<file path="src/rtl/sft_pkg.sv">
package sft_pkg;

  typedef enum logic [2:0] {
    PH_IDLE   = 3'd0,
    PH_START  = 3'd1,
    PH_DATA   = 3'd2,
    PH_PARITY = 3'd3,
    PH_STOP   = 3'd4
  } phase_t;

  // bit order matches the line_ctrl port
  typedef struct packed {
    logic       par_even;
    logic       par_en;
    logic       long_stop;
    logic [1:0] len_code;
  } frame_cfg_t;

  function automatic int unsigned data_bits(input logic [1:0] len_code);
    return 32'd5 + 32'(len_code);
  endfunction

  // bit that makes data plus parity even (or odd) in ones
  function automatic logic parity_bit(input logic [7:0] data,
                                      input int unsigned nbits,
                                      input logic even);
    logic acc;
    acc = 1'b0;
    for (int i = 0; i < 8; i++)
      if (i < int'(nbits)) acc = acc ^ data[i];
    return even ? acc : ~acc;
  endfunction

  function automatic int unsigned stop_ticks(input frame_cfg_t cfg,
                                             input int unsigned tpb);
    if (!cfg.long_stop)       return tpb;
    if (cfg.len_code == 2'b00) return tpb + tpb / 2;
    return 2 * tpb;
  endfunction

endpackage

</file>
<file path="src/rtl/sft_bit_timer.sv">
module sft_bit_timer #(
  parameter int CNT_W = 6
) (
  input  logic             clk,
  input  logic             rst_n,
  input  logic             en,
  input  logic             tick,
  input  logic [CNT_W-1:0] limit,
  output logic             last
);
  logic [CNT_W-1:0] cnt;

  assign last = en && tick && (cnt == limit - CNT_W'(1));

  always_ff @(posedge clk) begin
    if (!rst_n || !en) cnt <= '0;
    else if (tick)     cnt <= last ? '0 : cnt + CNT_W'(1);
  end
endmodule

</file>
<file path="src/rtl/sft_hold_reg.sv">
module sft_hold_reg #(
  parameter int DATA_W = 8
) (
  input  logic              clk,
  input  logic              rst_n,
  input  logic              wr,
  input  logic [DATA_W-1:0] wdata,
  input  logic              take,
  output logic              full,
  output logic [DATA_W-1:0] data
);
  always_ff @(posedge clk) begin
    if (!rst_n) begin
      full <= 1'b0;
      data <= '0;
    end else if (wr) begin
      full <= 1'b1;
      data <= wdata;
    end else if (take) begin
      full <= 1'b0;
    end
  end
endmodule

</file>
<file path="src/rtl/sft_shifter.sv">
module sft_shifter
  import sft_pkg::*;
#(
  parameter int DATA_W        = 8,
  parameter int TICKS_PER_BIT = 16
) (
  input  logic              clk,
  input  logic              rst_n,
  input  logic              tick,
  input  logic              hold_full,
  input  logic [DATA_W-1:0] hold_data,
  input  frame_cfg_t        cfg_in,
  output logic              load_evt,
  output logic              txd,
  output logic              idle
);
  localparam int CNT_W = $clog2(2 * TICKS_PER_BIT + 1);
  localparam int IDX_W = $clog2(DATA_W);

  phase_t            ph;
  logic [DATA_W-1:0] sreg;
  frame_cfg_t        cfg_q;
  logic [IDX_W-1:0]  idx;
  logic              pbit;
  logic              last;
  logic [CNT_W-1:0]  limit;
  logic [IDX_W-1:0]  last_idx;

  assign idle     = (ph == PH_IDLE);
  assign load_evt = tick && idle && hold_full;
  assign limit    = (ph == PH_STOP) ? CNT_W'(stop_ticks(cfg_q, TICKS_PER_BIT))
                                    : CNT_W'(TICKS_PER_BIT);
  assign last_idx = IDX_W'(data_bits(cfg_q.len_code) - 1);

  sft_bit_timer #(.CNT_W(CNT_W)) u_timer (
    .clk   (clk),
    .rst_n (rst_n),
    .en    (!idle),
    .tick  (tick),
    .limit (limit),
    .last  (last)
  );

  always_ff @(posedge clk) begin
    if (!rst_n) begin
      ph    <= PH_IDLE;
      sreg  <= '0;
      cfg_q <= '0;
      idx   <= '0;
      pbit  <= 1'b0;
    end else if (load_evt) begin
      ph    <= PH_START;
      sreg  <= hold_data;
      cfg_q <= cfg_in;
      idx   <= '0;
      pbit  <= parity_bit(8'(hold_data), data_bits(cfg_in.len_code), cfg_in.par_even);
    end else if (last) begin
      case (ph)
        PH_START: begin
          ph  <= PH_DATA;
          idx <= '0;
        end
        PH_DATA: begin
          sreg <= sreg >> 1;
          if (idx == last_idx) ph <= cfg_q.par_en ? PH_PARITY : PH_STOP;
          else                 idx <= idx + IDX_W'(1);
        end
        PH_PARITY: ph <= PH_STOP;
        PH_STOP:   ph <= PH_IDLE;
        default:   ph <= PH_IDLE;
      endcase
    end
  end

  always_comb begin
    case (ph)
      PH_START:  txd = 1'b0;
      PH_DATA:   txd = sreg[0];
      PH_PARITY: txd = pbit;
      default:   txd = 1'b1;
    endcase
  end
endmodule

</file>
<file path="src/rtl/serial_frame_tx.sv">
module serial_frame_tx
  import sft_pkg::*;
#(
  parameter int DATA_W        = 8,
  parameter int TICKS_PER_BIT = 16
) (
  input  logic              clk,
  input  logic              rst_n,
  input  logic              baud_x16,
  input  logic              hold_wr,
  input  logic [DATA_W-1:0] hold_data,
  input  logic [4:0]        line_ctrl,
  output logic              txd,
  output logic              hold_empty,
  output logic              shift_empty
);
  logic              load_evt;
  logic              hold_full;
  logic [DATA_W-1:0] hold_q;
  frame_cfg_t        cfg_in;

  assign cfg_in     = frame_cfg_t'(line_ctrl);
  assign hold_empty = !hold_full;

  sft_hold_reg #(.DATA_W(DATA_W)) u_hold (
    .clk   (clk),
    .rst_n (rst_n),
    .wr    (hold_wr),
    .wdata (hold_data),
    .take  (load_evt),
    .full  (hold_full),
    .data  (hold_q)
  );

  sft_shifter #(.DATA_W(DATA_W), .TICKS_PER_BIT(TICKS_PER_BIT)) u_shift (
    .clk       (clk),
    .rst_n     (rst_n),
    .tick      (baud_x16),
    .hold_full (hold_full),
    .hold_data (hold_q),
    .cfg_in    (cfg_in),
    .load_evt  (load_evt),
    .txd       (txd),
    .idle      (shift_empty)
  );
endmodule

</file>
<file path="config.mk">
export PLATFORM = sky130hd
export DESIGN_NAME = serial_frame_tx
export DESIGN_NICKNAME = d
export VERILOG_FILES = /design/src/rtl/sft_pkg.sv /design/src/rtl/sft_bit_timer.sv /design/src/rtl/sft_hold_reg.sv /design/src/rtl/sft_shifter.sv /design/src/rtl/serial_frame_tx.sv
export SDC_FILE = /design/constraint.sdc
export NUM_CORES = 1
export LEC_CHECK = 0
export ABC_AREA = 1
export BUFFER_PORTS_ARGS = -buffer_cell sky130_fd_sc_hd__buf_2
export CORE_ASPECT_RATIO = 0.75
export CORE_MARGIN = 4
export CORE_UTILIZATION = 25
export CTS_BUF_LIST = sky130_fd_sc_hd__clkbuf_8 sky130_fd_sc_hd__clkbuf_16
export DETAILED_ROUTE_END_ITERATION = 10
export PLACE_DENSITY_LB_ADDON = 0.08
export SLEW_MARGIN = 15
export SYNTH_ARGS = -nofsm -noshare
export SYNTH_HDL_FRONTEND = slang
export SYNTH_SLANG_ARGS = --single-unit
</file>
<file path="constraint.sdc">
create_clock -name clk -period 2.7 [get_ports clk]
set_input_delay 0.54 -clock clk [delete_from_list [all_inputs] [get_ports clk]]
set_output_delay 0.54 -clock clk [all_outputs]
set_load 0.03 [all_outputs]
</file>
# --- After elaboration in Yosys (flattened, before gate mapping) ---
# Index checks and enable logic that the tools add are counted.
# W data, S select, Z words.
totals:
  register_bits: 34
  input_bits: 17
  out_inout_bits: 3
op_classes:
  n_addsub: 6
  magnitude_cmp: 8
  n_eq_ne: 9
  muxes: 46
  bitwise: 9
  n_reduce_logical: 19
op_table:
  columns: ["operator", "count"]
  rows:
  - ["$lt A4 B32 Y1 const A", 4]
  - ["$lt A3 B32 Y1 const A", 2]
  - ["$lt A1 B32 Y1 const A", 1]
  - ["$lt A2 B32 Y1 const A", 1]
  - ["$mux W1", 31]
  - ["$mux W6", 4]
  - ["$mux W8", 3]
  - ["$mux W5", 2]
  - ["$mux W3", 3]
  - ["$pmux W3 S3", 1]
  - ["$reduce_bool A2 Y1", 4]
  - ["$xor A1 B1 Y1", 7]
  - ["$add A6 B1 Y6 const B", 1]
  - ["$eq A3 B2 Y1 const B", 2]
  - ["$eq A6 B6 Y1", 1]
  - ["$pmux W3 S2", 1]
  - ["$reduce_and A2 Y1", 3]
  - ["$sub A6 B1 Y6 const B", 1]
  - ["$add A3 B2 Y4 const A", 1]
  - ["$logic_and A1 B1 Y1", 4]
  - ["$add A3 B1 Y3 const B", 1]
  - ["$add A3 B2 Y3 const A", 1]
  - ["$eq A3 B1 Y1 const B", 1]
  - ["$eq A3 B3 Y1", 1]
  - ["other kinds (13)", 16]

# --- Longest topological paths before layout ---
logic_depth:
  ltp_word: 35
  depth_mapped: 16
  depth_no_buf: 15

# --- By module ---
# Synthesis repeated with hierarchy kept, for this count alone.
hier_totals:
  cells_unflattened: 302
  hier_area_um2: 1929.4
modules_own_cells:
  columns: ["module", "instances", "cells_per_inst", "area_per_inst_um2", "seq_area_each_um2"]
  rows:
  - ["sft_shifter", 1, 178, 1123.6, 380.4]
  - ["sft_bit_timer", 1, 85, 498.0, 120.1]
  - ["sft_hold_reg", 1, 38, 304.0, 180.2]
  - ["serial_frame_tx", 1, 1, 3.8, 0.0]

# --- Worst setup path after synthesis ---
# Ideal clock, no wire load.
synth_path:
  path_kind: "register -> output"
  startpoint: "register u_shift.ph[1]"
  endpoint: "output port txd"
  arrival_ns: 1.342
  t_required_ns: 2.160
  slack_ns: 0.818
  path_stages_with_launch: 5
  cell_sequence: "dfxtp_1 nand2_1 nor2_1 inv_1 o2111ai_1"
synth_via:
  elab_chain_len: 2
  word_cells_on_any_way: 4
  classes_between: "3 x eq/ne; 1 x mux"
synth_lines:
  columns: ["item", "line", "rtl"]
  rows:
  - ["start: declaration", "sft_shifter.sv:20", "phase_t ph;"]
  - ["start signal: assignment", "sft_shifter.sv:65", "if (idx == last_idx) ph <= cfg_q.par_en ? PH_PARITY : PH_STOP;"]
  - ["$eq A3 B2 Y1 or $eq A3 B1 Y1 (tied branches)", "sft_shifter.sv:76", "case (ph)"]
  - ["$pmux W1 S3 *", "sft_shifter.sv:76", null]
  - ["end: declaration", "serial_frame_tx.sv:13", "output logic txd,"]
# Mark *: on every way between the ends. The rest lies on a longest branch, timed or not.

# --- Worst setup path after layout ---
# Same ends and word-level chain as after synthesis.

==> flow_summary.json <==
{
  "run_status": "complete, no violations",
  "die-width_um": 107,
  "max_slew_headroom": 0.697,
  "asyncSetResetFlopFracSynth": 0,
  "initial_antenna_violation_count": 0,
  "post_synth_most_frequent_cells": "sky130_fd_sc_hd__nand2_1, sky130_fd_sc_hd__nor2_1, sky130_fd_sc_hd__inv_1, sky130_fd_sc_hd__dfxtp_1, sky130_fd_sc_hd__a21oi_1",
  "crit_path_start_kind": "flop",
  "cp_cell_sequence": "nand2_1 -> nor2_1 -> inv_1 -> o2111ai_1 -> buf_2",
  "worst_skew_pair.late_latency_ps": 280,
  "hpwlAfterDp_um": 3250,
  "worst-endpoint-required_ps": 2160,
  "synth_seq_area_share": 0.370,
  "yosysMostFrequentCell": "sky130_fd_sc_hd__nand2_1",
  "core_area_sq_um": 6990,
  "cts_max_level": 2,
  "hold_start": "hold_data[7]",
  "origin_of_the_worst_setup_path": "u_shift.ph[1]",
  "mappedNetlistNets": 303,
  "portBuffers": 19,
  "r2r_cells": 14,
  "pin_count": 20,
  "maximum_capacitance_violations": 0,
  "cts_post_setup_buffers_inserted": 0,
  "arrival_ps": 1660,
  "hold_violations": 0,
  "filler_cell_count": 789,
  "yosys.area.top_type": "sky130_fd_sc_hd__dfxtp_1",
  "drtPass1Iterations": 4,
  "route.vias.total": 1649,
  "synthCells": 283,
  "netlist_area_sq_um": 1840,
  "row_count": 26,
  "use_met3": 0.0326,
  "dominantRegCellSynth": "sky130_fd_sc_hd__dfxtp_1",
  "tot_gr_track_use": 0.107,
  "drt.antenna.violating_nets": 0,
  "grt_pass1_vias": 1521,
  "post-route-min-period_ps": 2200,
  "netlist_top_cells_area": "sky130_fd_sc_hd__dfxtp_1, sky130_fd_sc_hd__nand2_1, sky130_fd_sc_hd__nor2_1",
  "min_period_over_period": 0.813,
  "worst_r2r_startpoint": "u_shift.ph[1]",
  "route.detailed.drc": 0,
  "peakVddDrop_mv": 0.160,
  "synth_largest_type_area_fraction": 0.370,
  "rsz0062_at_grt": "false",
  "path_class": "flop to output port",
  "slowest_delay_ps": 460,
  "wire_per_inst_um": 10.7,
  "cpLargestDelayFamily": "flip-flops",
  "number_of_buffers_between_clock_root_and_the_deepest_sink": 2,
  "global_route.overflow_total": 0,
  "areaGrowthSynthToFinish_pct": 14.0,
  "grt_util_met2": 0.167,
  "viasPerCell": 4.11,
  "leakagePower_nw": 0.944,
  "final_weighted_congestion_of_routability_driven_global_placement": 0.765,
  "most_used_layer_global_route": "met2",
  "final_core_utilization": 0.300,
  "syn_area_per_cell_sq_um": 6.50,
  "finalPower_w": 0.00104,
  "antenna_cells": 0,
  "drive_gt1_frac": 0.149,
  "finalClockSkew_ps": 8.07,
  "final-seq-area_sq_um": 681,
  "grt_util_met1": 0.141,
  "ctsResizeCount": 0,
  "path_clk_slew_ps": 70,
  "ys.warnings.count": 0,
  "synth_cell_type_count": 31,
  "synth.ff_latch_count": 34,
  "worstPathMaxFanout": 5,
  "initial_utilization": 0.263,
  "die_height_um": 82.3,
  "grt_start_max_net_pins": 25,
  "setup_violations": 0,
  "setup_tns_ps": 0,
  "cp.buffers_inverters": 2,
  "numClockSinks": 34,
  "drt-initial-drc-count": 62,
  "multi_input_comb_area_sq_um": 970,
  "tritoncts_buffer_count": 5,
  "critical_path.endpoint_type": "output port",
  "area_of_the_die_sq_um": 8810,
  "final_nets": 323,
  "cellPowerDensity_nw_per_um2": 494,
  "cts_hold_buf": 0,
  "synth_edf_count": 0,
  "timing.critical_path.depth": 5,
  "grt_first_pass_wirelength_um": 7280,
  "drt_wl_total_um": 4290,
  "cts-root-buf": "sky130_fd_sc_hd__clkbuf_8",
  "final_slew_viol_count": 0,
  "tightest_slew_ps": 453,
  "peak_freq_mhz": 455,
  "hold_path.class": "input port to flop",
  "cts_tree": "yes",
  "critical_path.slowest_cell": "sky130_fd_sc_hd__dfxtp_1",
  "worstHoldPathCells": 3
}
[cell type report]
cell class              instances  area share
clock buffers                   5      0.0328
clock inverters                 2     0.00358
inverters                      41      0.0733
multi-input cells             202       0.462
flip-flops and latches         34       0.324
well taps                      98      0.0584
repair buffers                 19      0.0453
[routing by layer]
metal,part of all wire,wire (um),vias to the layer above
li1,-,-,913
met1,0.53,2270,711
met2,0.42,1800,19
met3,0.037,159,6
met4,0.012,51,0
met5,0,0,-
[registers in the layout (all words and copies together), names as in the netlist]
signal,count
u_hold.data,8
u_shift.u_timer.cnt,6
u_shift.ph,3
u_shift.sreg,8
u_shift.cfg_q,4
u_shift.idx,3
u_hold.full,1
u_shift.pbit,1
[worst register-to-register path, delay by kind of cell (launching register included)]
family          cells  cell delay, ps
flops               1             380
fa+ha+maj           1             280
compound gates      1             160
buf+inv             2             130
simple gates       10            1130
[cells in the final DEF (no fill, tap or decap), types with 2 or more instances in the layout]
cell type                  Yosys  layout
sky130_fd_sc_hd__clkbuf_8      0       5
sky130_fd_sc_hd__xnor2_1       4       4
sky130_fd_sc_hd__buf_2         2      19
sky130_fd_sc_hd__ha_1          3       3
sky130_fd_sc_hd__nand2_2       3       3
sky130_fd_sc_hd__nand2_1      71      71
sky130_fd_sc_hd__o21ai_1       2       2
sky130_fd_sc_hd__nor3_1        2       2
sky130_fd_sc_hd__nand3_1      14      14
sky130_fd_sc_hd__a21oi_1      18      18
sky130_fd_sc_hd__inv_2         2       2
sky130_fd_sc_hd__inv_1        39      41
sky130_fd_sc_hd__o21ai_0      14      14
sky130_fd_sc_hd__o21a_1        2       2
sky130_fd_sc_hd__nor2_2       11      11
sky130_fd_sc_hd__nor2_1       46      46
sky130_fd_sc_hd__dfxtp_1      34      34
sky130_fd_sc_hd__nor3b_1       2       2
[path summary, 6_finish.rpt]
check | end | slack [ps]
hold reg to reg | u_shift.u_timer.cnt[1] | 480
hold / removal | u_hold.data[7] | 480
setup / recovery | txd | 500
setup reg to reg | u_shift.sreg[6] | 520
[metrics by stage]
| stage | setup WS [ps] | cells | hold WS [ps] | area (sq um) |
|---|---|---|---|---|
| 6_report | 504 | 401 | 480 | 2100 |
| 2_1_floorplan | 818 | 283 | 453 | 1840 |
| 3_5_place_dp | 469 | 394 | 477 | 2020 |
| 5_1_grt | 212 | 401 | 473 | 2100 |
| 3_3_place_gp | 481 | 394 | 478 | 2020 |
| 4_1_cts | 470 | 401 | 474 | 2100 |
[power by group]
group | leakage (nW) | internal (W) | switching, W | total [W]
registers | 0.278 | 0.000525 | 0.0000165 | 0.000541
clock network | 0.0466 | 0.000170 | 0.000181 | 0.000351
logic | 0.619 | 0.0000514 | 0.0000941 | 0.000146
total | 0.944 | 0.000746 | 0.000291 | 0.00104
[cell families after synthesis]
logic type | Yosys count | share of synthesized area
adder cells (fa/ha/maj) | 3 | 0.0204
AND/OR/NAND/NOR | 155 | 0.368
buffers and inverters | 47 | 0.103
AO/OA/AOI/OAI | 39 | 0.114
flip-flops | 34 | 0.370
XOR/XNOR | 5 | 0.0238
Power figures use the tool's default switching activity.
